`src/rtl/pick_pkg.sv`:
```
package pick_pkg;

  typedef enum logic {
    MODE_TREE   = 1'b0,
    MODE_DIRECT = 1'b1
  } pick_mode_e;

  function automatic bit is_pow2(input int n);
    return (n >= 2) && ((n & (n - 1)) == 0);
  endfunction

endpackage

```
`src/rtl/pr_masked_pick.sv`:
```
module pr_masked_pick #(
  parameter int LANES = 8,
  parameter int W     = 16
) (
  input  logic [LANES-1:0][W-1:0] data_in,
  input  logic [LANES-1:0]        mask_in,
  output logic [LANES-1:0][W-1:0] lane_d,
  output logic [LANES-1:0]        lane_n
);
  for (genvar i = 0; i < LANES; i++) begin : g_lane
    assign lane_n[i] = ~mask_in[i];
    assign lane_d[i] = mask_in[i] ? data_in[i] : '0;
  end
endmodule

```
`src/rtl/pr_combine.sv`:
```
module pr_combine #(
  parameter int IN_L = 8,
  parameter int W    = 16,
  localparam int OUT_L = IN_L / 2
) (
  input  logic [IN_L-1:0][W-1:0]  d_in,
  input  logic [IN_L-1:0]         n_in,
  output logic [OUT_L-1:0][W-1:0] d_out,
  output logic [OUT_L-1:0]        n_out
);
  // lower lane of each pair has priority unless it is None
  for (genvar j = 0; j < OUT_L; j++) begin : g_pair
    assign d_out[j] = n_in[2*j] ? d_in[2*j+1] : d_in[2*j];
    assign n_out[j] = n_in[2*j] & n_in[2*j+1];
  end
endmodule

```
`src/rtl/pr_tree.sv`:
```
module pr_tree #(
  parameter int LANES = 8,
  parameter int W     = 16,
  localparam int STAGES = $clog2(LANES)
) (
  input  logic                    clk,
  input  logic                    rst_n,
  input  logic                    in_valid,
  input  logic [LANES-1:0][W-1:0] d_in,
  input  logic [LANES-1:0]        n_in,
  output logic                    out_valid,
  output logic [W-1:0]            d_out,
  output logic                    n_out
);
  for (genvar s = 0; s < STAGES; s++) begin : g_st
    localparam int IN_L  = LANES >> s;
    localparam int OUT_L = IN_L / 2;

    logic [IN_L-1:0][W-1:0]  src_d;
    logic [IN_L-1:0]         src_n;
    logic                    src_v;
    logic [OUT_L-1:0][W-1:0] cmb_d;
    logic [OUT_L-1:0]        cmb_n;
    logic [OUT_L-1:0][W-1:0] q_d;
    logic [OUT_L-1:0]        q_n;
    logic                    q_v;

    if (s == 0) begin : g_first
      assign src_d = d_in;
      assign src_n = n_in;
      assign src_v = in_valid;
    end else begin : g_next
      assign src_d = g_st[s-1].q_d;
      assign src_n = g_st[s-1].q_n;
      assign src_v = g_st[s-1].q_v;
    end

    pr_combine #(.IN_L(IN_L), .W(W)) u_comb (
      .d_in (src_d),
      .n_in (src_n),
      .d_out(cmb_d),
      .n_out(cmb_n)
    );

    always_ff @(posedge clk) begin
      if (!rst_n) begin
        q_v <= 1'b0;
        q_d <= '0;
        q_n <= '1;
      end else begin
        q_v <= src_v;
        q_d <= cmb_d;
        q_n <= cmb_n;
      end
    end
  end

  assign out_valid = g_st[STAGES-1].q_v;
  assign d_out     = g_st[STAGES-1].q_d[0];
  assign n_out     = g_st[STAGES-1].q_n[0];
endmodule

```
`src/rtl/pr_lzc.sv`:
```
module pr_lzc #(
  parameter int LANES = 8,
  localparam int IDX_W = $clog2(LANES)
) (
  input  logic [LANES-1:0] mask,
  output logic [IDX_W-1:0] idx,
  output logic             none
);
  // zero lanes ahead of the first set lane, lane 0 counted first
  always_comb begin
    idx  = '0;
    none = 1'b1;
    for (int i = LANES - 1; i >= 0; i--) begin
      if (mask[i]) begin
        idx  = IDX_W'(i);
        none = 1'b0;
      end
    end
  end
endmodule

```
`src/rtl/pr_shuffle.sv`:
```
module pr_shuffle #(
  parameter int LANES = 8,
  parameter int W     = 16,
  parameter int OUT_L = 1,
  localparam int IDX_W = $clog2(LANES)
) (
  input  logic [LANES-1:0][W-1:0]     data,
  input  logic [OUT_L-1:0][IDX_W-1:0] sel_idx,
  input  logic [OUT_L-1:0]            sel_none,
  output logic [OUT_L-1:0][W-1:0]     out_d,
  output logic [OUT_L-1:0]            out_n
);
  // each output lane reads the lane its index names; repeats are legal
  for (genvar o = 0; o < OUT_L; o++) begin : g_out
    assign out_n[o] = sel_none[o];
    assign out_d[o] = sel_none[o] ? '0 : data[sel_idx[o]];
  end
endmodule

```
`src/rtl/masked_pick_reduce.sv`:
```
module masked_pick_reduce #(
  parameter int LANES  = 8,
  parameter int ELEM_W = 16
) (
  input  logic                         clk,
  input  logic                         rst_n,
  input  logic                         in_valid,
  input  logic                         mode_sel,
  input  logic [LANES-1:0][ELEM_W-1:0] data_in,
  input  logic [LANES-1:0]             mask_in,
  output logic                         out_valid,
  output logic [ELEM_W-1:0]            result,
  output logic                         result_none
);
  import pick_pkg::*;

  localparam int IDX_W = $clog2(LANES);

  initial begin
    if (!is_pow2(LANES)) $error("LANES must be a power of two, at least 2");
  end

  // tree path
  logic [LANES-1:0][ELEM_W-1:0] pk_d;
  logic [LANES-1:0]             pk_n;
  logic                         tree_in_v;
  logic                         tree_v;
  logic [ELEM_W-1:0]            tree_d;
  logic                         tree_n;

  pr_masked_pick #(.LANES(LANES), .W(ELEM_W)) u_pick (
    .data_in(data_in),
    .mask_in(mask_in),
    .lane_d (pk_d),
    .lane_n (pk_n)
  );

  assign tree_in_v = in_valid & (mode_sel == MODE_TREE);

  pr_tree #(.LANES(LANES), .W(ELEM_W)) u_tree (
    .clk      (clk),
    .rst_n    (rst_n),
    .in_valid (tree_in_v),
    .d_in     (pk_d),
    .n_in     (pk_n),
    .out_valid(tree_v),
    .d_out    (tree_d),
    .n_out    (tree_n)
  );

  // direct path
  logic [IDX_W-1:0]            lz_idx;
  logic                        lz_none;
  logic [0:0][IDX_W-1:0]       iv_idx;
  logic [0:0]                  iv_none;
  logic [0:0][ELEM_W-1:0]      sh_d;
  logic [0:0]                  sh_n;
  logic                        dir_v;
  logic [ELEM_W-1:0]           dir_d;
  logic                        dir_n;

  pr_lzc #(.LANES(LANES)) u_lzc (
    .mask(mask_in),
    .idx (lz_idx),
    .none(lz_none)
  );

  assign iv_idx[0]  = lz_idx;
  assign iv_none[0] = lz_none;

  pr_shuffle #(.LANES(LANES), .W(ELEM_W), .OUT_L(1)) u_shuf (
    .data    (data_in),
    .sel_idx (iv_idx),
    .sel_none(iv_none),
    .out_d   (sh_d),
    .out_n   (sh_n)
  );

  always_ff @(posedge clk) begin
    if (!rst_n) begin
      dir_v <= 1'b0;
      dir_d <= '0;
      dir_n <= 1'b1;
    end else begin
      dir_v <= in_valid & (mode_sel == MODE_DIRECT);
      dir_d <= sh_d[0];
      dir_n <= sh_n[0];
    end
  end

  // output merge: tree has priority on a collision
  always_comb begin
    out_valid   = 1'b0;
    result      = '0;
    result_none = 1'b1;
    if (tree_v) begin
      out_valid   = 1'b1;
      result      = tree_d;
      result_none = tree_n;
    end else if (dir_v) begin
      out_valid   = 1'b1;
      result      = dir_d;
      result_none = dir_n;
    end
  end
endmodule

```
`config.mk`:
```
export PLATFORM = sky130hd
export DESIGN_NAME = masked_pick_reduce
export DESIGN_NICKNAME = d
export VERILOG_FILES = /design/src/rtl/pick_pkg.sv /design/src/rtl/pr_masked_pick.sv /design/src/rtl/pr_combine.sv /design/src/rtl/pr_tree.sv /design/src/rtl/pr_lzc.sv /design/src/rtl/pr_shuffle.sv /design/src/rtl/masked_pick_reduce.sv
export SDC_FILE = /design/constraint.sdc
export NUM_CORES = 1
export LEC_CHECK = 0
export ABC_AREA = 1
export BUFFER_PORTS_ARGS = -buffer_cell sky130_fd_sc_hd__buf_4
export CELL_PAD_IN_SITES_DETAIL_PLACEMENT = 1
export CELL_PAD_IN_SITES_GLOBAL_PLACEMENT = 2
export CORE_MARGIN = 2
export CORE_UTILIZATION = 29
export DETAILED_ROUTE_END_ITERATION = 8
export GPL_ROUTABILITY_DRIVEN = 0
export PLACE_DENSITY = 0.78
export SLEW_MARGIN = 40
export SYNTH_ARGS = -nofsm -noshare
export SYNTH_HDL_FRONTEND = slang
export SYNTH_SLANG_ARGS = --single-unit
export TNS_END_PERCENT = 30
```
`constraint.sdc`:
```
create_clock -name clk -period 2 [get_ports clk]
set_input_delay 0.4 -clock clk [delete_from_list [all_inputs] [get_ports clk]]
set_output_delay 0.4 -clock clk [all_outputs]
set_load 0.005 [all_outputs]
```
==> results_dict.tcl, run 1 <==
set metrics [dict create \
    status "complete, no violations" \
    grt_max_degree 66 \
    min_from "mode_sel" \
    cap_violations 0 \
    clockRootBuffer "clkbuf_16" \
    p_per_area_mw_per_mm2 887.3 \
    track_usage_pct 21.49 \
    fin_tns_setup_ns 0 \
    min_path_cells 2 \
    hold_buffers 0 \
    clock_path_buffers 2 \
    syn_avg_cell_area_um2 6.867 \
    drt_iter0_markers 344 \
    critPathLaunchType "flop" \
    netlist_area_mm2 0.006654 \
    via_per_inst 4.820 \
    antenna_found_initial 0 \
    io_pins 158 \
    hold_path.class "in -> reg" \
    via_count 6772 \
    cts.repair.resized 0 \
    cp_max_fo 16 \
    firstDrtPassIters 5 \
    critPathArrivalTime_ns 1.47 \
    hpwl_mm 17.85 \
    synth_warnings 0 \
    reg2reg_depth 4 \
    start_util_pct 29.48 \
    grt.overflow.total 0 \
    ys_types 25 \
    syn-instance-count 969 \
    core-area_mm2 0.02257 \
    hold_ws_ns 0.1416 \
    layout_min_cycle_time_ns 1.871 \
    synth_seq_cells 140 \
    p_leak_nw 4.276 \
    grt_pass1_wl_mm 39.41 \
    rows 55 \
    r2r_end "u_tree.d_out[12]" \
    fp.dieH_um 155.5 \
    area_growth_pct 32.21 \
    slew_headroom_pct 53.89 \
    drc 0 \
    portBuffers 157 \
    drv_slew 0 \
    ant_nets 0 \
    holdPathEnd "u_tree.g_st[0].q_v" \
    grt_pass1_vias 7142 \
    numClockSinks 140 \
    fin_nets 1248 \
    post-route-period-util_pct 93.57 \
    htree_levels 4 \
    ir_worst_vdd_v 0.0004671 \
    drive_above_1_share_pct 22.23 \
    fp.dieW_um 155.5 \
    fmax_ghz 0.5344 \
    fillers 2844 \
    clkLatencyLatePin_ns 0.43 \
    cts_buffers 17 \
    post_cts_buffers 0 \
    crit_type "reg -> out" \
    setup_viol 0 \
    fin_skew_ns 0.009998 \
    timing.rr.start "u_tree.g_st[1].q_n[0]" \
    clk_pin_slew_ns 0.06 \
    r2r_slack_ns 0.72 \
    cts_tree "yes" \
    finalHoldViolations 0 \
    worstSetupEndpointType "output pin" \
    worstMarginPinSlew_ns 0.6909 \
    die_area_mm2 0.02417 \
    synth_nets 1109 \
    insertedDiodeCount 0 \
    routed_wirelength_mm 25.25 \
    crit_required_ns 1.60 \
    rsz0062_at_grt "no" \
    wl_per_cell_um 17.97 \
    yosysSeqAreaShare_pct 42.12 \
]
-- synthesized netlist by cell type --
| master | number | area share (%) |
|---|---|---|
| buf_4 | 3 | 0.34 |
| nor2_4 | 3 | 0.51 |
| buf_2 | 19 | 1.4 |
| nand3_1 | 99 | 7.4 |
| a22o_1 | 16 | 2.1 |
| or2_4 | 1 | 0.13 |
| inv_2 | 7 | 0.39 |
| nor2_8 | 2 | 0.60 |
| clkbuf_1 | 27 | 1.5 |
| nor2_2 | 2 | 0.19 |
| nand3b_1 | 16 | 1.8 |
| nand2_2 | 1 | 0.094 |
| nand3_2 | 13 | 2.0 |
| nor2_1 | 135 | 7.6 |
| dfxtp_1 | 140 | 42 |
| inv_1 | 94 | 5.3 |
| buf_6 | 10 | 1.7 |
| a21oi_2 | 1 | 0.13 |
| nand2_4 | 2 | 0.34 |
| o21ai_0 | 49 | 3.7 |
| buf_1 | 2 | 0.11 |
| buf_8 | 2 | 0.45 |
| a21oi_4 | 1 | 0.24 |
| nand2_1 | 244 | 14 |
| a21oi_1 | 80 | 6.0 |
-- layer usage --
layer,part of all wire (%),GRT usage [%],wire length (um),up-vias
met2,51,38.45,12770,171
li1,-,-,-,3328
met1,43,26.54,10910,3244
met5,0,0,0,-
met3,4.4,3.928,1112,29
met4,1.8,5.548,450,0
-- area by class of cell --
type                            count  area [um^2]  share of cell area (%)
Multi-Input combinational cell    665         3110                   35.36
Sequential cell                   140         2803                   31.86
Timing Repair Buffer              183         1478                   16.80
Clock buffer                       19        452.9                   5.149
Inverter                          101        379.1                   4.309
Tap cell                          285        356.6                   4.053
Clock inverter                     12        217.7                   2.475
-- metrics by stage --
stage,worst slack [ns],cell area [um^2],power (mW),utilization [%],std cells
2_1_floorplan,0.4659,6654,3.707,-,969
4_1_cts,0.07799,8786,7.887,38.92,1405
6_report,0.1287,8797,7.806,38.97,1405
5_1_grt,0.01800,8797,8.160,38.97,1405
3_5_place_dp,0.07222,8115,4.279,35.95,1374
3_3_place_gp,0.09100,8115,4.269,35.95,1374
-- how the worst max path moves through the flow --
stage / start / end / slack, ns
after global placement: mask_in[7] / dir_d[4] / 0.09
after floorplan: u_tree.out_valid / result[10] / 0.47
after global routing: dir_v / result[15] / 0.02
final: dir_v / result[6] / 0.13
after detailed placement: mask_in[7] / dir_d[14] / 0.07
after CTS: dir_v / result[5] / 0.08
-- sequential cells by signal (all words and copies together) (netlist names) --
| signal | cells |
|---|---|
| u_tree.g_st.q_v | 2 |
| dir_n | 1 |
| u_tree.g_st.q_d | 96 |
| u_tree.d_out | 16 |
| u_tree.g_st.q_n | 6 |
| dir_d | 16 |
| u_tree.out_valid | 1 |
| u_tree.n_out | 1 |
| dir_v | 1 |
-- kinds of logic after synthesis --
logic type | synth area share (%)
simple gates | 34.45
compound gates | 12.19
buf+inv | 11.25
flops | 42.12
-- power breakdown --
group,total [mW],switching (mW),leakage (nW),internal [mW]
combinational,1.17,0.693,2.80,0.478
sequential,3.03,0.0562,1.16,2.97
clock,3.60,1.21,0.321,2.39
-- cell usage in the layout, fill, tap and decap left out, drive strengths merged --
| cell type | instances |
|---|---|
| bufinv | 6 |
| clkinv | 3 |
| clkbuf | 19 |
| a21oi | 82 |
| clkinvlp | 3 |
| nand3b | 16 |
| nor2 | 142 |
| inv | 101 |
| nand2 | 247 |
| buf | 183 |
| dfxtp | 140 |
| o21ai | 49 |
| nand3 | 112 |
| or2 | 1 |
| a22o | 16 |
-- critical path, cell delays in order (launching register included) --
cell	delay, ns
dfxtp_1	0.31
inv_1	0.06
nor2_1	0.13
buf_6	0.20
a22o_1	0.22
buf_4	0.14
Power figures use the tool's default switching activity.
==> inputs of run 2 (changes only) <==
--- a/config.mk
+++ b/config.mk
@@ -8,3 +8,2 @@
 export ABC_AREA = 1
-export BUFFER_PORTS_ARGS = -buffer_cell sky130_fd_sc_hd__buf_4
 export CELL_PAD_IN_SITES_DETAIL_PLACEMENT = 1
@@ -12,6 +11,7 @@
 export CORE_MARGIN = 2
-export CORE_UTILIZATION = 29
+export CORE_UTILIZATION = 34
 export DETAILED_ROUTE_END_ITERATION = 8
+export DONT_BUFFER_PORTS = 1
 export GPL_ROUTABILITY_DRIVEN = 0
-export PLACE_DENSITY = 0.78
+export PLACE_DENSITY = 0.77
 export SLEW_MARGIN = 40
==> constraint.sdc (replaced) <==
create_clock -name clk -period 2 [get_ports clk]
set_input_delay 0 -clock clk [delete_from_list [all_inputs] [get_ports clk]]
set_output_delay 0 -clock clk [all_outputs]
set_load 0.005 [all_outputs]
==> run 2 against run 1 <==
- worst setup slack gained 0.078 ns
- routed wire length up 7.5%
- register-to-register slack worse by 0.10 ns
- worst hold slack lost 0.14 ns
- count of clock-buffer cells in the layout increased by 2
- final cell count grew 3.6%
- sequential power about the same
- total power is 0.81% lower
- critical path depth rose by 5
- clock power decreased by 4%
- utilization rose by 12 points
- non-clock buffer count increased by 69
- critical path type is now in -> reg
- highest routed layer unchanged
==> results_dict.tcl, run 2 (synthesized netlist as in run 1, its figures left out) <==
set metrics [dict create \
    cap_violations 0 \
    hold_path.class "in -> reg" \
    slew_headroom_pct 54.29 \
    drc 0 \
    area_growth_pct 48.21 \
    layout_commonest_cell "nand2_1" \
    p_per_area_mw_per_mm2 785.1 \
    worstSetupEndpointType "flop" \
    cts_buffers 17 \
    setup_viol 0 \
    finalHoldViolations 0 \
    rsz0062_at_grt "no" \
    start_util_pct 34.41 \
    status "complete, no violations" \
    post_cts_buffers 0 \
    grt.overflow.total 0 \
    fillers 2417 \
    grt_pass1_wl_mm 41.57 \
    clockRootBuffer "clkbuf_16" \
    hold_ws_ns 0.004476 \
    firstDrtPassIters 4 \
    htree_levels 4 \
    layout_min_cycle_time_ns 1.793 \
    clock_path_buffers 2 \
    insertedDiodeCount 0 \
    drt_iter0_markers 280 \
    core-area_mm2 0.01933 \
    crit_required_ns 2.30 \
    portBuffers 0 \
    crit_type "in -> reg" \
    via_per_inst 4.995 \
    post-route-period-util_pct 89.66 \
    final_cell_mix "244 x nand2_1, 234 x dlygate4sd3_1, 140 x dfxtp_1, 135 x nor2_1, 99 x nand3_1" \
    drv_slew 0 \
    routed_wirelength_mm 27.15 \
    drive_above_1_share_pct 6.891 \
    io_pins 158 \
    fp.dieW_um 143.9 \
    ant_nets 0 \
    cts_tree "yes" \
    numClockSinks 140 \
    critPathLaunchType "input pin" \
    fin_tns_setup_ns 0 \
    grt_pass1_vias 8101 \
    p_leak_nw 4.469 \
    rows 51 \
    clk_pin_slew_ns 0.06 \
    largest_register_ffs 96 \
    fmax_ghz 0.5577 \
    fin_skew_ns 0.007041 \
    ir_worst_vdd_v 0.0004952 \
    fp.dieH_um 143.9 \
    top_register "u_tree.g_st.q_d" \
    fin_nets 1317 \
    die_area_mm2 0.02071 \
    grt_max_degree 66 \
    clkLatencyLatePin_ns 0.42 \
    worstMarginPinSlew_ns 0.6849 \
    antenna_found_initial 0 \
    wl_per_cell_um 18.66 \
    critPathArrivalTime_ns 2.10 \
    cp_max_fo 17 \
    via_count 7268 \
    hpwl_mm 15.39 \
    track_usage_pct 26.49 \
]
run 2: cell type report:
class | instances | area (um^2) | area share [%]
Timing Repair Buffer | 252 | 2586 | 26.22
Multi-Input combinational cell | 665 | 3112 | 31.55
Sequential cell | 140 | 2803 | 28.42
Inverter | 101 | 379.1 | 3.844
Clock buffer | 21 | 460.4 | 4.669
Clock inverter | 11 | 190.2 | 1.928
Tap cell | 265 | 331.6 | 3.362
run 2: metal layers:
metal	vias to the layer above	share of wire (%)	GRT usage, %
li1	3476	-	-
met4	0	3.2	11.46
met3	60	5.5	5.998
met1	3515	39	29.55
met2	217	52	48.12
met5	-	0	0
run 2: power breakdown:
part / total, mW / internal (mW) / switching, mW / leakage [nW]
clock network: 3.46 / 2.27 / 1.18 / 0.305
logic: 1.25 / 0.590 / 0.657 / 3.01
registers: 3.04 / 2.98 / 0.0636 / 1.16
run 2: through the flow:
step / cell area, um^2 / total power [mW] / setup WS (ns) / util, % / std cells
after floorplan: 6654 / 3.707 / 0.8659 / - / 969
after global placement: 6792 / 3.882 / 0.5432 / 35.13 / 1186
after detailed placement: 6792 / 3.894 / 0.5106 / 35.13 / 1186
after CTS: 9814 / 7.747 / 0.02151 / 50.76 / 1454
after global routing: 9862 / 8.074 / 0.07584 / 51.01 / 1455
final: 9862 / 7.742 / 0.2068 / 51.01 / 1455
run 2: final timing paths:
check	slack, ns	depth (start not counted)	startpoint	end
worst min-delay path	0.004	6	data_in[68]	dir_d[4]
worst min register to register	0.42	2	u_tree.g_st[0].q_n[3]	u_tree.g_st[1].q_n[1]
worst max register to register	0.62	3	u_tree.g_st[1].q_n[0]	u_tree.d_out[3]
worst max-delay path	0.21	10	mask_in[3]	dir_d[15]
run 2: critical path: stages:
cell	delay [ns]
nor2_4	0.13
dlygate4sd3_1	0.59
inv_2	0.06
nor2_4	0.12
inv_2	0.07
nor2_8	0.30
nand3_1	0.13
dlygate4sd3_1	0.58
nand2_1	0.08
nor2_1	0.04
run 2: what timing repair did:
action,CTS,global route
resized for setup,0,4
endpoints found under the setup margin,0,9
hold buffers,236,0
endpoints found under the hold margin,140,0
